--- config.mk ---
export PLATFORM = sky130hd
export DESIGN_NAME = host_decode_win
export DESIGN_NICKNAME = d
export VERILOG_FILES = /design/src/rtl/hdw_pkg.sv /design/src/rtl/hdw_regs.sv /design/src/rtl/hdw_win_match.sv /design/src/rtl/hdw_prio.sv /design/src/rtl/host_decode_win.sv
export SDC_FILE = /design/constraint.sdc
export NUM_CORES = 1
export LEC_CHECK = 0
export BUFFER_PORTS_ARGS = -buffer_cell sky130_fd_sc_hd__buf_2
export CAP_MARGIN = 20
export CORE_MARGIN = 4
export CORE_UTILIZATION = 58
export CTS_CLUSTER_DIAMETER = 40
export DETAILED_ROUTE_END_ITERATION = 6
export GPL_TIMING_DRIVEN = 0
export PLACE_DENSITY = 0.75
export SYNTH_ARGS = -nofsm -noshare
export SYNTH_HDL_FRONTEND = slang
export SYNTH_HIERARCHICAL = 1
export SYNTH_SLANG_ARGS = --single-unit
--- constraint.sdc ---
create_clock -name clk -period 4.18 [get_ports clk]
set_input_delay 0.418 -clock clk [delete_from_list [all_inputs] [get_ports clk]]
set_output_delay 0.418 -clock clk [all_outputs]
set_load 0.05 [all_outputs]
--- src/rtl/hdw_pkg.sv ---
package hdw_pkg;

   typedef enum logic [2:0] {
      KIND_NONE  = 3'd0,
      KIND_FIXED = 3'd1,
      KIND_GIO   = 3'd2,
      KIND_GMEM  = 3'd3,
      KIND_SUB   = 3'd4
   } dec_kind_e;

   // register word addresses
   localparam int ADR_ENABLE = 0;
   localparam int ADR_GCTL   = 1;
   localparam int ADR_IO0    = 16;
   localparam int ADR_MM0    = 32;
   localparam int MAX_WIN    = 8;

   // enable register layout
   localparam int EN_IO_LSB  = 8;
   localparam int EN_MM_LSB  = 16;

   // global control layout
   localparam int GC_CLR     = 0;
   localparam int GC_SUB_EN  = 2;
   localparam int GC_TGT_LSB = 3;

   // fixed legacy ports
   localparam logic [15:0] PORT_POST  = 16'h0080;
   localparam logic [15:0] PORT_KBC_A = 16'h0060;
   localparam logic [15:0] PORT_KBC_B = 16'h0064;
   localparam logic [15:0] PORT_CFG_A = 16'h002E;
   localparam logic [15:0] PORT_CFG_B = 16'h002F;
   localparam int          N_FIXED    = 3;

endpackage

--- src/rtl/hdw_regs.sv ---
module hdw_regs
   import hdw_pkg::*;
#(
   parameter int N_IO    = 4,
   parameter int N_MMIO  = 4,
   parameter int IO_AW   = 16,
   parameter int IO_SZW  = 8,
   parameter int MEM_AW  = 32,
   parameter int MEM_SZW = 16,
   parameter int DW      = 32,
   parameter int RAW     = 6
) (
   input  logic                           clk,
   input  logic                           rst_n,
   input  logic                           reg_we,
   input  logic [RAW-1:0]                 reg_addr,
   input  logic [DW-1:0]                  reg_wdata,
   output logic [DW-1:0]                  reg_rdata,
   output logic [N_FIXED-1:0]             fix_en,
   output logic [N_IO-1:0]                io_en,
   output logic [N_MMIO-1:0]              mm_en,
   output logic [N_IO-1:0][IO_AW-1:0]     io_base,
   output logic [N_IO-1:0][IO_SZW-1:0]    io_size,
   output logic [N_MMIO-1:0][MEM_AW-1:0]  mm_base,
   output logic [N_MMIO-1:0][MEM_SZW-1:0] mm_size,
   output logic                           sub_en,
   output logic [1:0]                     sub_tgt
);

   logic wr_en_reg;
   logic wr_gctl;
   logic do_clr;

   assign wr_en_reg = reg_we && (reg_addr == RAW'(ADR_ENABLE));
   assign wr_gctl   = reg_we && (reg_addr == RAW'(ADR_GCTL));
   assign do_clr    = wr_gctl && reg_wdata[GC_CLR];

   // enable bitmap; bulk clear keeps only the POST port enable
   always_ff @(posedge clk or negedge rst_n) begin
      if (!rst_n) begin
         fix_en <= '0;
         io_en  <= '0;
         mm_en  <= '0;
      end else if (do_clr) begin
         fix_en <= {{(N_FIXED-1){1'b0}}, fix_en[0]};
         io_en  <= '0;
         mm_en  <= '0;
      end else if (wr_en_reg) begin
         fix_en <= reg_wdata[N_FIXED-1:0];
         io_en  <= reg_wdata[EN_IO_LSB +: N_IO];
         mm_en  <= reg_wdata[EN_MM_LSB +: N_MMIO];
      end
   end

   // subtractive controls, written by every global control write
   always_ff @(posedge clk or negedge rst_n) begin
      if (!rst_n) begin
         sub_en  <= 1'b0;
         sub_tgt <= '0;
      end else if (wr_gctl) begin
         sub_en  <= reg_wdata[GC_SUB_EN];
         sub_tgt <= reg_wdata[GC_TGT_LSB +: 2];
      end
   end

   // generic I/O windows
   for (genvar i = 0; i < N_IO; i++) begin : g_io
      localparam int A_BASE = ADR_IO0 + 2*i;
      localparam int A_SIZE = ADR_IO0 + 2*i + 1;
      always_ff @(posedge clk or negedge rst_n) begin
         if (!rst_n) begin
            io_base[i] <= '0;
            io_size[i] <= '0;
         end else if (do_clr) begin
            io_base[i] <= '0;
            io_size[i] <= '0;
         end else if (reg_we) begin
            if (reg_addr == RAW'(A_BASE)) io_base[i] <= reg_wdata[IO_AW-1:0];
            if (reg_addr == RAW'(A_SIZE)) io_size[i] <= reg_wdata[IO_SZW-1:0];
         end
      end
   end

   // generic memory windows
   for (genvar i = 0; i < N_MMIO; i++) begin : g_mm
      localparam int A_BASE = ADR_MM0 + 2*i;
      localparam int A_SIZE = ADR_MM0 + 2*i + 1;
      always_ff @(posedge clk or negedge rst_n) begin
         if (!rst_n) begin
            mm_base[i] <= '0;
            mm_size[i] <= '0;
         end else if (do_clr) begin
            mm_base[i] <= '0;
            mm_size[i] <= '0;
         end else if (reg_we) begin
            if (reg_addr == RAW'(A_BASE)) mm_base[i] <= reg_wdata[MEM_AW-1:0];
            if (reg_addr == RAW'(A_SIZE)) mm_size[i] <= reg_wdata[MEM_SZW-1:0];
         end
      end
   end

   // combinational read mux
   always_comb begin
      reg_rdata = '0;
      if (reg_addr == RAW'(ADR_ENABLE)) begin
         reg_rdata[N_FIXED-1:0]          = fix_en;
         reg_rdata[EN_IO_LSB +: N_IO]    = io_en;
         reg_rdata[EN_MM_LSB +: N_MMIO]  = mm_en;
      end
      if (reg_addr == RAW'(ADR_GCTL)) begin
         reg_rdata[GC_SUB_EN]            = sub_en;
         reg_rdata[GC_TGT_LSB +: 2]      = sub_tgt;
      end
      for (int i = 0; i < N_IO; i++) begin
         if (reg_addr == RAW'(ADR_IO0 + 2*i))     reg_rdata = DW'(io_base[i]);
         if (reg_addr == RAW'(ADR_IO0 + 2*i + 1)) reg_rdata = DW'(io_size[i]);
      end
      for (int i = 0; i < N_MMIO; i++) begin
         if (reg_addr == RAW'(ADR_MM0 + 2*i))     reg_rdata = DW'(mm_base[i]);
         if (reg_addr == RAW'(ADR_MM0 + 2*i + 1)) reg_rdata = DW'(mm_size[i]);
      end
   end

endmodule

--- src/rtl/hdw_win_match.sv ---
module hdw_win_match #(
   parameter int N  = 4,
   parameter int AW = 16,
   parameter int SW = 8
) (
   input  logic [N-1:0][AW-1:0] base,
   input  logic [N-1:0][SW-1:0] size,
   input  logic [N-1:0]         en,
   input  logic [AW-1:0]        addr,
   output logic [N-1:0]         match
);

   if (SW > AW) begin : g_bad_sw
      $error("hdw_win_match: size field wider than address");
   end

   for (genvar i = 0; i < N; i++) begin : g_win
      logic [AW:0] last_a;
      logic        ge_lo;
      logic        le_hi;
      // one extra bit so the upper bound never wraps
      assign last_a   = {1'b0, base[i]} + (AW+1)'(size[i]);
      assign ge_lo    = addr >= base[i];
      assign le_hi    = {1'b0, addr} <= last_a;
      assign match[i] = en[i] && ge_lo && le_hi;
   end

endmodule

--- src/rtl/hdw_prio.sv ---
module hdw_prio #(
   parameter int N  = 4,
   parameter int IW = 2
) (
   input  logic [N-1:0]  req,
   output logic          any,
   output logic [IW-1:0] idx
);

   if ((1 << IW) < N) begin : g_bad_iw
      $error("hdw_prio: index width too small");
   end

   assign any = |req;

   // lowest set bit wins
   always_comb begin
      idx = '0;
      for (int i = N-1; i >= 0; i--) begin
         if (req[i]) idx = IW'(i);
      end
   end

endmodule

--- src/rtl/host_decode_win.sv ---
module host_decode_win
   import hdw_pkg::*;
#(
   parameter int N_IO    = 4,
   parameter int N_MMIO  = 4,
   parameter int IO_AW   = 16,
   parameter int IO_SZW  = 8,
   parameter int MEM_AW  = 32,
   parameter int MEM_SZW = 16,
   parameter int DW      = 32,
   parameter int RAW     = 6,
   localparam int MAXN   = (N_IO > N_MMIO) ? ((N_IO > 4) ? N_IO : 4)
                                           : ((N_MMIO > 4) ? N_MMIO : 4),
   localparam int IDX_W  = $clog2(MAXN)
) (
   input  logic             clk,
   input  logic             rst_n,
   input  logic             reg_we,
   input  logic [RAW-1:0]   reg_addr,
   input  logic [DW-1:0]    reg_wdata,
   output logic [DW-1:0]    reg_rdata,
   input  logic             acc_valid,
   input  logic             acc_is_io,
   input  logic [MEM_AW-1:0] acc_addr,
   output logic             dec_valid,
   output logic             dec_hit,
   output logic [2:0]       dec_kind,
   output logic [IDX_W-1:0] dec_index
);

   // elaboration checks
   if (N_IO < 1 || N_IO > MAX_WIN) begin : g_bad_nio
      $error("host_decode_win: N_IO out of range");
   end
   if (N_MMIO < 1 || N_MMIO > MAX_WIN) begin : g_bad_nmm
      $error("host_decode_win: N_MMIO out of range");
   end
   if (DW != 32 || MEM_AW > DW || IO_AW != 16) begin : g_bad_w
      $error("host_decode_win: unsupported widths");
   end
   if (RAW < 6) begin : g_bad_raw
      $error("host_decode_win: register address too narrow");
   end

   logic [N_FIXED-1:0]             fix_en;
   logic [N_IO-1:0]                io_en;
   logic [N_MMIO-1:0]              mm_en;
   logic [N_IO-1:0][IO_AW-1:0]     io_base;
   logic [N_IO-1:0][IO_SZW-1:0]    io_size;
   logic [N_MMIO-1:0][MEM_AW-1:0]  mm_base;
   logic [N_MMIO-1:0][MEM_SZW-1:0] mm_size;
   logic                           sub_en;
   logic [1:0]                     sub_tgt;

   hdw_regs #(
      .N_IO(N_IO), .N_MMIO(N_MMIO), .IO_AW(IO_AW), .IO_SZW(IO_SZW),
      .MEM_AW(MEM_AW), .MEM_SZW(MEM_SZW), .DW(DW), .RAW(RAW)
   ) i_regs (
      .clk(clk), .rst_n(rst_n),
      .reg_we(reg_we), .reg_addr(reg_addr), .reg_wdata(reg_wdata),
      .reg_rdata(reg_rdata),
      .fix_en(fix_en), .io_en(io_en), .mm_en(mm_en),
      .io_base(io_base), .io_size(io_size),
      .mm_base(mm_base), .mm_size(mm_size),
      .sub_en(sub_en), .sub_tgt(sub_tgt)
   );

   // fixed legacy decodes
   logic [IO_AW-1:0]   io_a;
   logic [N_FIXED-1:0] fix_hit;

   assign io_a       = acc_addr[IO_AW-1:0];
   assign fix_hit[0] = fix_en[0] && (io_a == PORT_POST);
   assign fix_hit[1] = fix_en[1] && ((io_a == PORT_KBC_A) || (io_a == PORT_KBC_B));
   assign fix_hit[2] = fix_en[2] && ((io_a == PORT_CFG_A) || (io_a == PORT_CFG_B));

   // generic windows
   logic [N_IO-1:0]   io_match;
   logic [N_MMIO-1:0] mm_match;

   hdw_win_match #(.N(N_IO), .AW(IO_AW), .SW(IO_SZW)) i_io_match (
      .base(io_base), .size(io_size), .en(io_en),
      .addr(io_a), .match(io_match)
   );

   hdw_win_match #(.N(N_MMIO), .AW(MEM_AW), .SW(MEM_SZW)) i_mm_match (
      .base(mm_base), .size(mm_size), .en(mm_en),
      .addr(acc_addr), .match(mm_match)
   );

   // priority per class
   logic             fix_any, io_any, mm_any;
   logic [IDX_W-1:0] fix_idx, io_idx, mm_idx;

   hdw_prio #(.N(N_FIXED), .IW(IDX_W)) i_fix_prio (
      .req(fix_hit), .any(fix_any), .idx(fix_idx)
   );
   hdw_prio #(.N(N_IO), .IW(IDX_W)) i_io_prio (
      .req(io_match), .any(io_any), .idx(io_idx)
   );
   hdw_prio #(.N(N_MMIO), .IW(IDX_W)) i_mm_prio (
      .req(mm_match), .any(mm_any), .idx(mm_idx)
   );

   // final selection
   dec_kind_e        nx_kind;
   logic [IDX_W-1:0] nx_idx;

   always_comb begin
      nx_kind = KIND_NONE;
      nx_idx  = '0;
      if (acc_is_io && fix_any) begin
         nx_kind = KIND_FIXED;
         nx_idx  = fix_idx;
      end else if (acc_is_io && io_any) begin
         nx_kind = KIND_GIO;
         nx_idx  = io_idx;
      end else if (!acc_is_io && mm_any) begin
         nx_kind = KIND_GMEM;
         nx_idx  = mm_idx;
      end else if (sub_en) begin
         nx_kind = KIND_SUB;
         nx_idx  = IDX_W'(sub_tgt);
      end
   end

   always_ff @(posedge clk or negedge rst_n) begin
      if (!rst_n) begin
         dec_valid <= 1'b0;
         dec_hit   <= 1'b0;
         dec_kind  <= KIND_NONE;
         dec_index <= '0;
      end else begin
         dec_valid <= acc_valid;
         if (acc_valid) begin
            dec_hit   <= (nx_kind != KIND_NONE);
            dec_kind  <= nx_kind;
            dec_index <= nx_idx;
         end else begin
            dec_hit   <= 1'b0;
            dec_kind  <= KIND_NONE;
            dec_index <= '0;
         end
      end
   end

endmodule

# Yosys cells after proc, flatten, opt, wreduce, memory -nomap -nowiden
# Cells that the tools add are included.
# totals
wordCells,237
ff_bits,309
# classes
order_cmp,16
n_reduce_logical,68
n_eq_ne,22
n_mux,96
add_sub_neg,8
bitwise,1
# ops
operator,n
32-bit 2-to-1 mux,20
16-bit 2-to-1 mux,24
20-bit 2-to-1 mux,8
32-bit by 16-bit adder with 33-bit output,4
32-bit by 33-bit <= comparator with 1-bit output,4
32-bit >= comparator,4
8-bit 2-to-1 mux,12
16-bit by 8-bit adder with 17-bit output,4
16-bit by 17-bit <= comparator with 1-bit output,4
16-bit >= comparator,4
6-bit by 5-bit == test with 1-bit output (second input constant),8
6-bit == test (second input constant),8
2-bit nonzero test,18
2-bit AND reduction,17
16-bit by 6-bit == test with 1-bit output (second input constant),2
16-bit by 7-bit == test with 1-bit output (second input constant),2
2-bit 2-to-1 mux,16
3-bit 2-to-1 mux,9
1-bit logical AND,25
4-bit 2-to-1 mux,6
16-bit by 8-bit == test with 1-bit output (second input constant),1
4-bit OR reduction,2
6-bit by 1-bit == test with 1-bit output (second input constant),1
6-bit zero test,1
6 further kinds,7

# Longest topological paths before layout
# Gate-level depths: netlist (run 1).
# depth
word_depth,19
depth_mapped,23
ltp_nobuf,23

# Hierarchy
# Netlist (run 1), hierarchy kept.
# by_module_without_submodules
mod,cells_per_inst,n_inst,area_each_um2,seq_area_each_um2
hdw_regs,1752,1,14821.7,7557.2
hdw_win_match (i_mm_match),1339,1,9998.3,0.0
hdw_win_match (i_io_match),691,1,5172.5,0.0
host_decode_win,45,1,426.7,175.2
hdw_prio (i_io_prio ...),7,2,35.0,0.0
hdw_prio (i_fix_prio),3,1,20.0,0.0

# Least setup slack after synthesis (run 1)
# Ideal clock, no wire load.
# synth_path
path_type,reg2reg
start,register i_regs/mm_base[0] (netlist name)
end,register dec_index[0]
period_less_slack_ps,4383
stages_incl_launch_ff,22
arrival_time_ps,4288
slack_ps,-203
n_path_buf,0
cell_sequence,dfrtp_1 > ha_1 > inv_1 > fa_1 > inv_1 > a21o_1 > a211o_1 > nand3_1 > a21oi_2 > nand3_1 > xnor2_1 > ha_1 > nand4_1 > or4_1 > or4_1 > o21ai_1 > o311a_1 > nor2_1 > nand2_1 > nor2b_1 > a221oi_1 > o31ai_1
# synth_via
elab_chain_len,9
elab_cells_between_ends,12
classes_between,add/sub (1); order compare (2); mux (5); reduce/logical (4)
# synth_lines
element,line,text
"start, declared",hdw_regs.sv:24,"output logic [N_MMIO-1:0][MEM_AW-1:0] mm_base,"
"start signal, assigned by index",hdw_regs.sv:96,if (reg_addr == RAW'(A_BASE)) mm_base[i] <= reg_wdata[MEM_AW-1:0];
32-bit by 16-bit adder with 33-bit output or 32-bit >= comparator (tied branches),"hdw_win_match.sv:22, hdw_win_match.sv:23",
32-bit by 33-bit <= comparator with 1-bit output or 1-bit logical AND (tied branches),"hdw_win_match.sv:24, hdw_win_match.sv:25",
1-bit logical AND (*),hdw_win_match.sv:25,assign match[i] = en[i] && ge_lo && le_hi;
via mm_match[0],host_decode_win.sv:79,logic [N_MMIO-1:0] mm_match;
4-bit OR reduction (*),hdw_prio.sv:14,assign any = |req;
via mm_any,host_decode_win.sv:92,"logic fix_any, io_any, mm_any;"
1-bit logical AND (*),host_decode_win.sv:118,end else if (!acc_is_io && mm_any) begin
2-bit 2-to-1 mux (*),host_decode_win.sv:118,
2-bit 2-to-1 mux (*),host_decode_win.sv:115,end else if (acc_is_io && io_any) begin
2-bit 2-to-1 mux (*),host_decode_win.sv:112,if (acc_is_io && fix_any) begin
2-bit 2-to-1 mux (*),host_decode_win.sv:135,if (acc_valid) begin
"end signal, assigned",host_decode_win.sv:138,dec_index <= nx_idx;
"end, declared",host_decode_win.sv:28,output logic [IDX_W-1:0] dec_index
# Mark *: on every way through the listed nets, which the timed path passes. The rest lies on a longest branch.
# A chain may end at the register's enable or synchronous reset.

# Worst setup path after layout (run 1)
# layout_path
start,register i_regs/mm_size[16] (netlist name)
end,register dec_index[1]
# layout_via
elab_chain_len,9
elab_cells_between_ends,11
classes_between,add/sub (1); order compare (1); mux (6); reduce/logical (3)
# layout_lines
element,line,text
"start, declared",hdw_regs.sv:25,"output logic [N_MMIO-1:0][MEM_SZW-1:0] mm_size,"
"start signal, assigned by index",hdw_regs.sv:97,if (reg_addr == RAW'(A_SIZE)) mm_size[i] <= reg_wdata[MEM_SZW-1:0];
32-bit by 16-bit adder with 33-bit output,hdw_win_match.sv:22,"assign last_a = {1'b0, base[i]} + (AW+1)'(size[i]);"
32-bit by 33-bit <= comparator with 1-bit output,hdw_win_match.sv:24,"assign le_hi = {1'b0, addr} <= last_a;"
1-bit logical AND,hdw_win_match.sv:25,
via mm_match[1],host_decode_win.sv:79,
4-bit OR reduction,hdw_prio.sv:14,
via mm_any,host_decode_win.sv:92,
1-bit logical AND,host_decode_win.sv:118,
2-bit 2-to-1 mux,host_decode_win.sv:118,
2-bit 2-to-1 mux,host_decode_win.sv:115,
2-bit 2-to-1 mux,host_decode_win.sv:112,
2-bit 2-to-1 mux,host_decode_win.sv:135,
# The timed path passes the listed nets, and every way through them passes these cells.

==> results of run 1 <==
==> cell type report <==
cell class | count | area [µm²] | area share
clock inverter | 27 | 300.3 | 0.008639
clock buffer | 59 | 1314 | 0.03780
multi-input combinational | 3125 | 21660 | 0.6231
tap | 680 | 850.8 | 0.02448
sequential | 309 | 7754 | 0.2231
antenna | 2 | 5.005 | 0.0001440
timing repair buffer | 169 | 1159 | 0.03333
buffer | 174 | 833.3 | 0.02397
inverter | 236 | 885.9 | 0.02549
==> flip-flops by register name, indices dropped and copies added, names as in the netlist, 2 cells and up <==
signal	count
i_regs/io_en	4
i_regs/mm_size	64
i_regs/io_base	64
i_regs/mm_en	4
i_regs/io_size	32
i_regs/mm_base	128
dec_kind	3
i_regs/sub_tgt	2
i_regs/fix_en	3
dec_index	2
==> where the power goes <==
| group | leakage (nW) | total [W] | internal (W) | switching [W] |
|---|---|---|---|---|
| Clock | 0.776 | 0.00407 | 0.00246 | 0.00161 |
| Sequential | 4.11 | 0.00416 | 0.00339 | 0.000770 |
| Combinational | 10.5 | 0.00443 | 0.00183 | 0.00260 |
==> through the flow <==
stage                TNS, ns  instances  hold slack (ns)    util  power [W]
floorplan           -0.07700       3844           0.1224       -   0.006717
global placement    -1021.71       4631           0.5365  0.6177   0.008053
detailed placement    -7.387       4636           0.2945  0.6200   0.008186
CTS                   -3.045       4765          0.03251  0.6662    0.01239
global route          -4.790       4780          0.05502  0.6721    0.01331
finish                -4.499       4781          0.06322  0.6721    0.01266
==> per-layer routing <==
layer,global-route usage,vias up
li1,-,14280
met1,0.5962,15050
met2,0.6112,2049
met3,0.1471,393
met4,0.1957,6
met5,0,-
==> kinds of logic after synthesis <==
kind of cell / after synthesis / share of synthesized area
buffers and inverters: 410 / 0.05610
multiplexers: 60 / 0.02190
flip-flops: 309 / 0.2534
AO/OA/AOI/OAI: 1028 / 0.2099
XOR/XNOR: 147 / 0.04220
adder cells (fa/ha/maj): 488 / 0.2021
AND/OR/NAND/NOR: 1402 / 0.2144
==> synth_stat cells, drive strengths merged (8+ instances only) <==
cell and count:
nand2 709, o221ai 10, a221oi 26, nor2b 31
buf 79, a211o 16, inv 235, nor4 43
and3 42, a21oi 486, a22o 15, nand2b 34
a211oi 39, o21a 18, xnor2 103, and2 14
clkbuf 94, o31ai 13, a2111oi 10, xor2 44
a221o 20, o21ai 141, a22oi 16, nand3 119
and4 9, a21o 78, nor3 77, or3 18
mux2 14, o311ai 8, o22ai 21, fa 8
nor3b 11, dfrtp 309, mux2i 42, nand4 65
a31oi 25, nor2 201, o21bai 16, o211ai 22
ha 480
==> worst max-delay path by stage <==
stage,cells after the start,slack (ns),to,startpoint
6_report,23,-0.70,dec_index[1],i_regs/mm_size[16]
5_1_grt,23,-0.91,dec_index[1],i_regs/mm_size[16]
4_1_cts,23,-0.57,dec_index[1],i_regs/mm_base[96]
3_5_place_dp,22,-1.54,dec_index[1],i_regs/mm_base[96]
3_3_place_gp,1,-3.35,i_regs/mm_base[90],rst_n
2_1_floorplan,22,-0.04,dec_index[0],i_regs/mm_base[32]
==> repair_timing <==
item | CTS | global route
hold buffers | 1 | 0
setup endpoints to repair | 7 | 6
gates resized for setup | 92 | 30
cloned | 0 | 0
pin swaps | 49 | 33
buffers inserted | 42 | 10
endpoints found under the hold margin | 28 | 0
==> worst max-delay path: stages, from the launching register on <==
cell      delay, ns
dfrtp_2        0.47
ha_4           0.19
inv_2          0.05
fa_2           0.21
nor2b_2        0.05
o31a_1         0.35
o311a_4        0.40
o211a_4        0.28
nor2_4         0.13
nor3_2         0.06
xnor2_1        0.20
ha_1           0.28
and2_4         0.15
a221o_1        0.29
a221o_1        0.35
o21ai_2        0.15
o211ai_1       0.11
a32oi_2        0.36
nor2_4         0.06
nand2_4        0.10
buf_6          0.10
nand2b_4       0.06
o21ai_1        0.22
o31ai_1        0.11
==> metrics.md, run 1 <==
| Metric | Value |
|---|---|
| Status | `finished, violations left` |
| Violated checks | `negative setup slack` |
| First drt pass iteration count | `7` |
| Root buffer cell | `clkbuf_16` |
| Pre-CTS setup slack | `-1.540 ns` |
| Placed Instance Area | `0.03207 mm²` |
| Max VDD drop | `0.2720 mV` |
| Fin nets | `4627` |
| Fin worst setup slack | `-0.7004 ns` |
| Gr usage total | `0.4316` |
| Final ANT Viol Nets | `0` |
| Hold Vio Cnt, Final | `0` |
| Achievable clock frequency | `~200 MHz` |
| Worst flop-to-flop path startpoint | `i_regs/mm_size[16]` |
| H-tree levels | `2` |
| Vias | `31780` |
| Most frequent cells in the layout | `nand2_1 (707), a21oi_1 (479), ha_1 (467)` |
| Predominant post-synthesis flop cell | `dfrtp_1` |
| R2r setup slk | `-0.70 ns` |
| Top-area cell type share of the netlist area | `0.2534` |
| Arrival time at the worst endpoint | `5.33 ns` |
| Starting Density | `0.5899` |
| Final instance area | `roughly 0.035 mm²` |
| WS Path Type | `reg -> reg` |
| Yosys top cell by area | `dfrtp_1` |
| M1 WL | `roughly 50000 µm` |
| Die area | `approximately 0.056 mm²` |
| Mapped Nets | `4407` |
| Total grt overflow | `0` |
| Met2 WL | `50470 µm` |
| Initial DRC Count | `between 4000 and 5000` |
| EDFF count, synth | `0` |
| Die Wd | `237.4 µm` |
| Global-route wire length before repair | `185300 µm` |
| Final Max Tran Viols | `0` |
| Worst reg2reg path depth | `23` |
| Synth Cell Area | `a little over 0.03 mm²` |
| Cell variety after synth | `106` |
| Met3 wire len | `19430 µm` |
| Vias in the first global route | `29900` |
| Worst-Margin Slew | `1.251 ns` |
| Worst-path clk slew | `0.06 ns` |
| Synthesized area per cell | `~7.9 µm²` |
| CTS tree | `built` |
| P per Cell Area | `364.1 mW/mm²` |
| # fillers | `about 4500` |
| Max-slew headroom | `0.1657` |
| Critical Path RT | `4.63 ns` |
| DR WL/cell | `between 20 and 30 µm` |
| Seq cells post-synth | `approximately 310` |
| Pin count of the biggest net entering global routing | `96` |
| Yosys Warn Count | `6` |
| FP Rows | `83` |
| Worst-path maximum fanout | `4` |
| Worst Hold Class | `in -> reg` |
| Area delta synth->final | `13.93%` |
| Tmin final | `4.880 ns` |
| CP startpoint kind | `flop` |
| Commonest non-fill, non-tap cell in the layout | `nand2_1` |
| GPL Wtd Cong | `1.054` |
| Crit path capture type | `flop` |
| DP Wirelength | `94710 µm` |
| Later-pin clock latency in the skew report | `~0.58 ns` |
| Final setup viols | `11` |
| Core area | `0.05172 mm²` |
| Worst hold stages | `1` |
| Top Metal Used | `met5` |
| Mapped Cells | `3844` |
| Post-synthesis async set-or-reset flop share | `1.000` |
| MaxCap Viol Count | `0` |
| Seq/Total Area, Yosys | `0.2534` |
| Leakage | `15.37 nW` |
| CTS max path bufs | `3` |
| Skew final | `0.01405 ns` |
| Initial antenna violation count | `4` |
| Layout cells sized above 1 | `0.1173` |
| Area contributors post-synth | `dfrtp_1 (25%), ha_1 (20%), nand2_1 (8.7%)` |
| I/O pins | `114` |
| Clk sink count | `309` |
| Via density | `6.647` |
| Hold Path Origin | `acc_valid` |
| Routed wire length | `126400 µm` |
| Fin crit share | `1.168` |
| CTS buffer count | `slightly below 50` |
| Port bufs | `107` |
| Die Y | `approximately 240 µm` |
| Hold Path End | `dec_valid` |
| Critical R2R Capture | `dec_index[1]` |
| RSZ-0062 raised after global routing | `true` |
| DRC viols | `0` |
No activity file was read; power rests on OpenSTA's default activity.
==> run 2: changes to the inputs <==
Settings changed: BUFFER_PORTS_ARGS -buffer_cell sky130_fd_sc_hd__buf_2 to -buffer_cell sky130_fd_sc_hd__buf_4, SETUP_SLACK_MARGIN from default to 0.05.
==> run 2 against run 1 <==
  * The run still ends with negative setup slack left
  * Die area stayed put
  * Sequential share of layout area fell by 0.15 points
  * Flip-flop and latch count unchanged
  * Critical path depth is 3 lower
  * Global-route usage down 1.0 points
  * First-iteration DRC count down 9.2%
  * Highest routed layer unchanged
==> metrics.md, run 2 (synthesis gave the netlist of run 1 again) <==
| Metric | Value |
|---|---|
| Final setup viols | `7 (-4)` |
| Die area | `0.05634 mm² (unchanged)` |
| Crit path capture type | `flop` |
| GPL Wtd Cong | `1.058 (+0.35%)` |
| CTS tree | `built` |
| Routed wire length | `123100 µm (-2.6%)` |
| WS Path Type | `reg -> reg` |
| Violated checks | `negative setup slack` |
| Die Wd | `237.4 µm (unchanged)` |
| Tmin final | `4.820 ns (-0.06017 ns)` |
| Vias | `31670 (-0.36%)` |
| Starting Density | `0.5899 (unchanged)` |
| P per Cell Area | `367.8 mW/mm² (+1.0%)` |
| Status | `finished, violations left` |
| Largest regs | `i_regs/mm_base: 128 flops, i_regs/io_base: 64 flops, i_regs/mm_size: 64 flops` |
| Via density | `6.636 (-0.17%)` |
| Initial antenna violation count | `4 (unchanged)` |
| Inst Count DP | `4636 (unchanged)` |
| Commonest non-fill, non-tap cell in the layout | `nand2_1` |
| Largest Register | `i_regs/mm_base` |
| DR WL/cell | `25.79 µm (-2.4%)` |
| Worst-path maximum fanout | `5 (+1)` |
| Final ANT Viol Nets | `0 (unchanged)` |
| CP startpoint kind | `flop` |
| H-tree levels | `2 (unchanged)` |
| Die Y | `237.4 µm (unchanged)` |
| Most frequent cells in the layout | `nand2_1 (706), a21oi_1 (478), ha_1 (469)` |
| CTS max path bufs | `3 (unchanged)` |
| Fin crit share | `1.153 (-0.01439)` |
| Fin worst setup slack | `-0.6403 ns (+0.06017 ns)` |
| Worst Hold Class | `in -> reg` |
| Core area | `0.05172 mm² (unchanged)` |
| Vias in the first global route | `29620 (-0.96%)` |
| Layout cells sized above 1 | `0.1149 (-0.002431)` |
| Pre-CTS setup slack | `-1.396 ns (+0.1438 ns)` |
| Hold Vio Cnt, Final | `0 (unchanged)` |
| Area delta synth->final | `14.51%` |
| DRC viols | `0 (unchanged)` |
| RSZ-0062 raised after global routing | `true` |
| Worst-path clk slew | `0.05 ns (about the same)` |
| Final std cells w/o fill | `4772 (-0.19%)` |
| Max VDD drop | `0.2800 mV (+2.9%)` |
| Total grt overflow | `0 (unchanged)` |
| FP Rows | `83 (unchanged)` |
| Worst-Margin Slew | `1.214 ns (-0.03783 ns)` |
| Max-slew headroom | `0.1909 (+0.02522)` |
| Arrival time at the worst endpoint | `5.28 ns (-0.05 ns)` |
| Global-route wire length before repair | `182400 µm (-1.6%)` |
| Later-pin clock latency in the skew report | `0.59 ns (about the same)` |
| Pin count of the biggest net entering global routing | `122 (+27%)` |
| First drt pass iteration count | `7 (unchanged)` |
| Fin nets | `4616 (-0.24%)` |
| MaxCap Viol Count | `0 (unchanged)` |
| Final Max Tran Viols | `0 (unchanged)` |
| Clk sink count | `309 (unchanged)` |
| Initial DRC Count | `3666 (-9.2%)` |
| DP Wirelength | `92250 µm (-2.6%)` |
| Achievable clock frequency | `207.5 MHz (+1.2%)` |
| Critical Path RT | `4.64 ns (about the same)` |
| I/O pins | `114 (unchanged)` |
| Leakage | `15.47 nW (+0.64%)` |
| Port bufs | `107 (unchanged)` |
| CTS buffer count | `47 (-4.1%)` |
| Max reg flops | `128 (unchanged)` |
| Gr usage total | `0.4213 (-0.01030)` |
| Root buffer cell | `clkbuf_16` |
| Skew final | `0.01131 ns (-0.002744 ns)` |
run 2: cell count changes in the layout (fill, tap and decap cells not counted), sizes merged:
cell           delta
buf               -9
bufinv            +6
clkbuf            -5
clkdlybuf4s15     -1
clkinv            +2
clkinvlp          -2
run 2: per-layer routing:
layer,track usage,wire (µm)
met5,0,34
met4,0.1957,7134
met3,0.1607,18950
met2,0.5854,48440
met1,0.5788,48500
run 2: power by group:
group	internal [W]	leakage, nW	switching (W)
Combinational	0.00182	10.5	0.00257
Sequential	0.00338	4.12	0.000768
Clock	0.00272	0.828	0.00159
run 2: stage by stage:
step / power, W / area (µm²) / TNS [ns] / hold slack, ns / utilization
2_1_floorplan: 0.006717 / 30560 / -0.07700 / 0.1224 / -
3_3_place_gp: 0.008060 / 32210 / -52.08 / 0.5379 / 0.6228
3_5_place_dp: 0.008197 / 32330 / -6.494 / 0.2272 / 0.6252
4_1_cts: 0.01258 / 34540 / -2.941 / 0.002054 / 0.6678
5_1_grt: 0.01350 / 34930 / -3.780 / 0.004298 / 0.6754
6_report: 0.01285 / 34940 / -3.241 / 0.01619 / 0.6755
run 2: repair_timing:
action / CTS / global route
resized for setup: 59 / 45
pin swaps: 41 / 48
buffers inserted: 27 / 18
cloned: 0 / 0
hold endpoints to repair: 23 / 0
hold buffers: 1 / 0
setup endpoints to repair: 6 / 9
run 2: critical path: stages (launching register included):
cell      delay, ns
dfrtp_1        0.49
ha_4           0.36
and3_1         0.22
nor3b_1        0.34
a211o_1        0.21
nor3_2         0.07
a21oi_4        0.21
nand3_2        0.09
xnor2_1        0.14
ha_1           0.32
nand4_1        0.15
or4_4          0.58
a21oi_4        0.15
o21ai_1        0.09
and4b_1        0.20
o311a_4        0.39
nor2_2         0.13
nand2_4        0.10
nor2b_4        0.15
a221oi_2       0.21
o31ai_2        0.09
run 2: worst paths after layout:
check | from | slack, ns | to | cells after the start
worst max-delay path | i_regs/mm_base[12] | -0.64 | dec_index[0] | 20
worst max register to register | i_regs/mm_base[12] | -0.64 | dec_index[0] | 20
min in group asynchronous | rst_n | 0.23 | i_regs/io_base[8] | 2
worst min-delay path | acc_valid | 0.02 | dec_valid | 1
max in group asynchronous | rst_n | 2.26 | i_regs/mm_base[26] | 5
worst min register to register | i_regs/mm_size[35] | 0.55 | i_regs/mm_size[35] | 2
run 2: cell type report:
| class | instances | area [µm²] |
|---|---|---|
| clock inverters | 33 | 460.4 |
| inverters | 236 | 885.9 |
| multi-input cells | 3125 | 21600 |
| fillers | 4466 | 16780 |
| clock buffers | 53 | 1239 |
| well taps | 680 | 850.8 |
| plain buffers | 173 | 823.3 |
| repair buffers | 161 | 1333 |
| diodes | 2 | 5.005 |
| flip-flops and latches | 309 | 7741 |
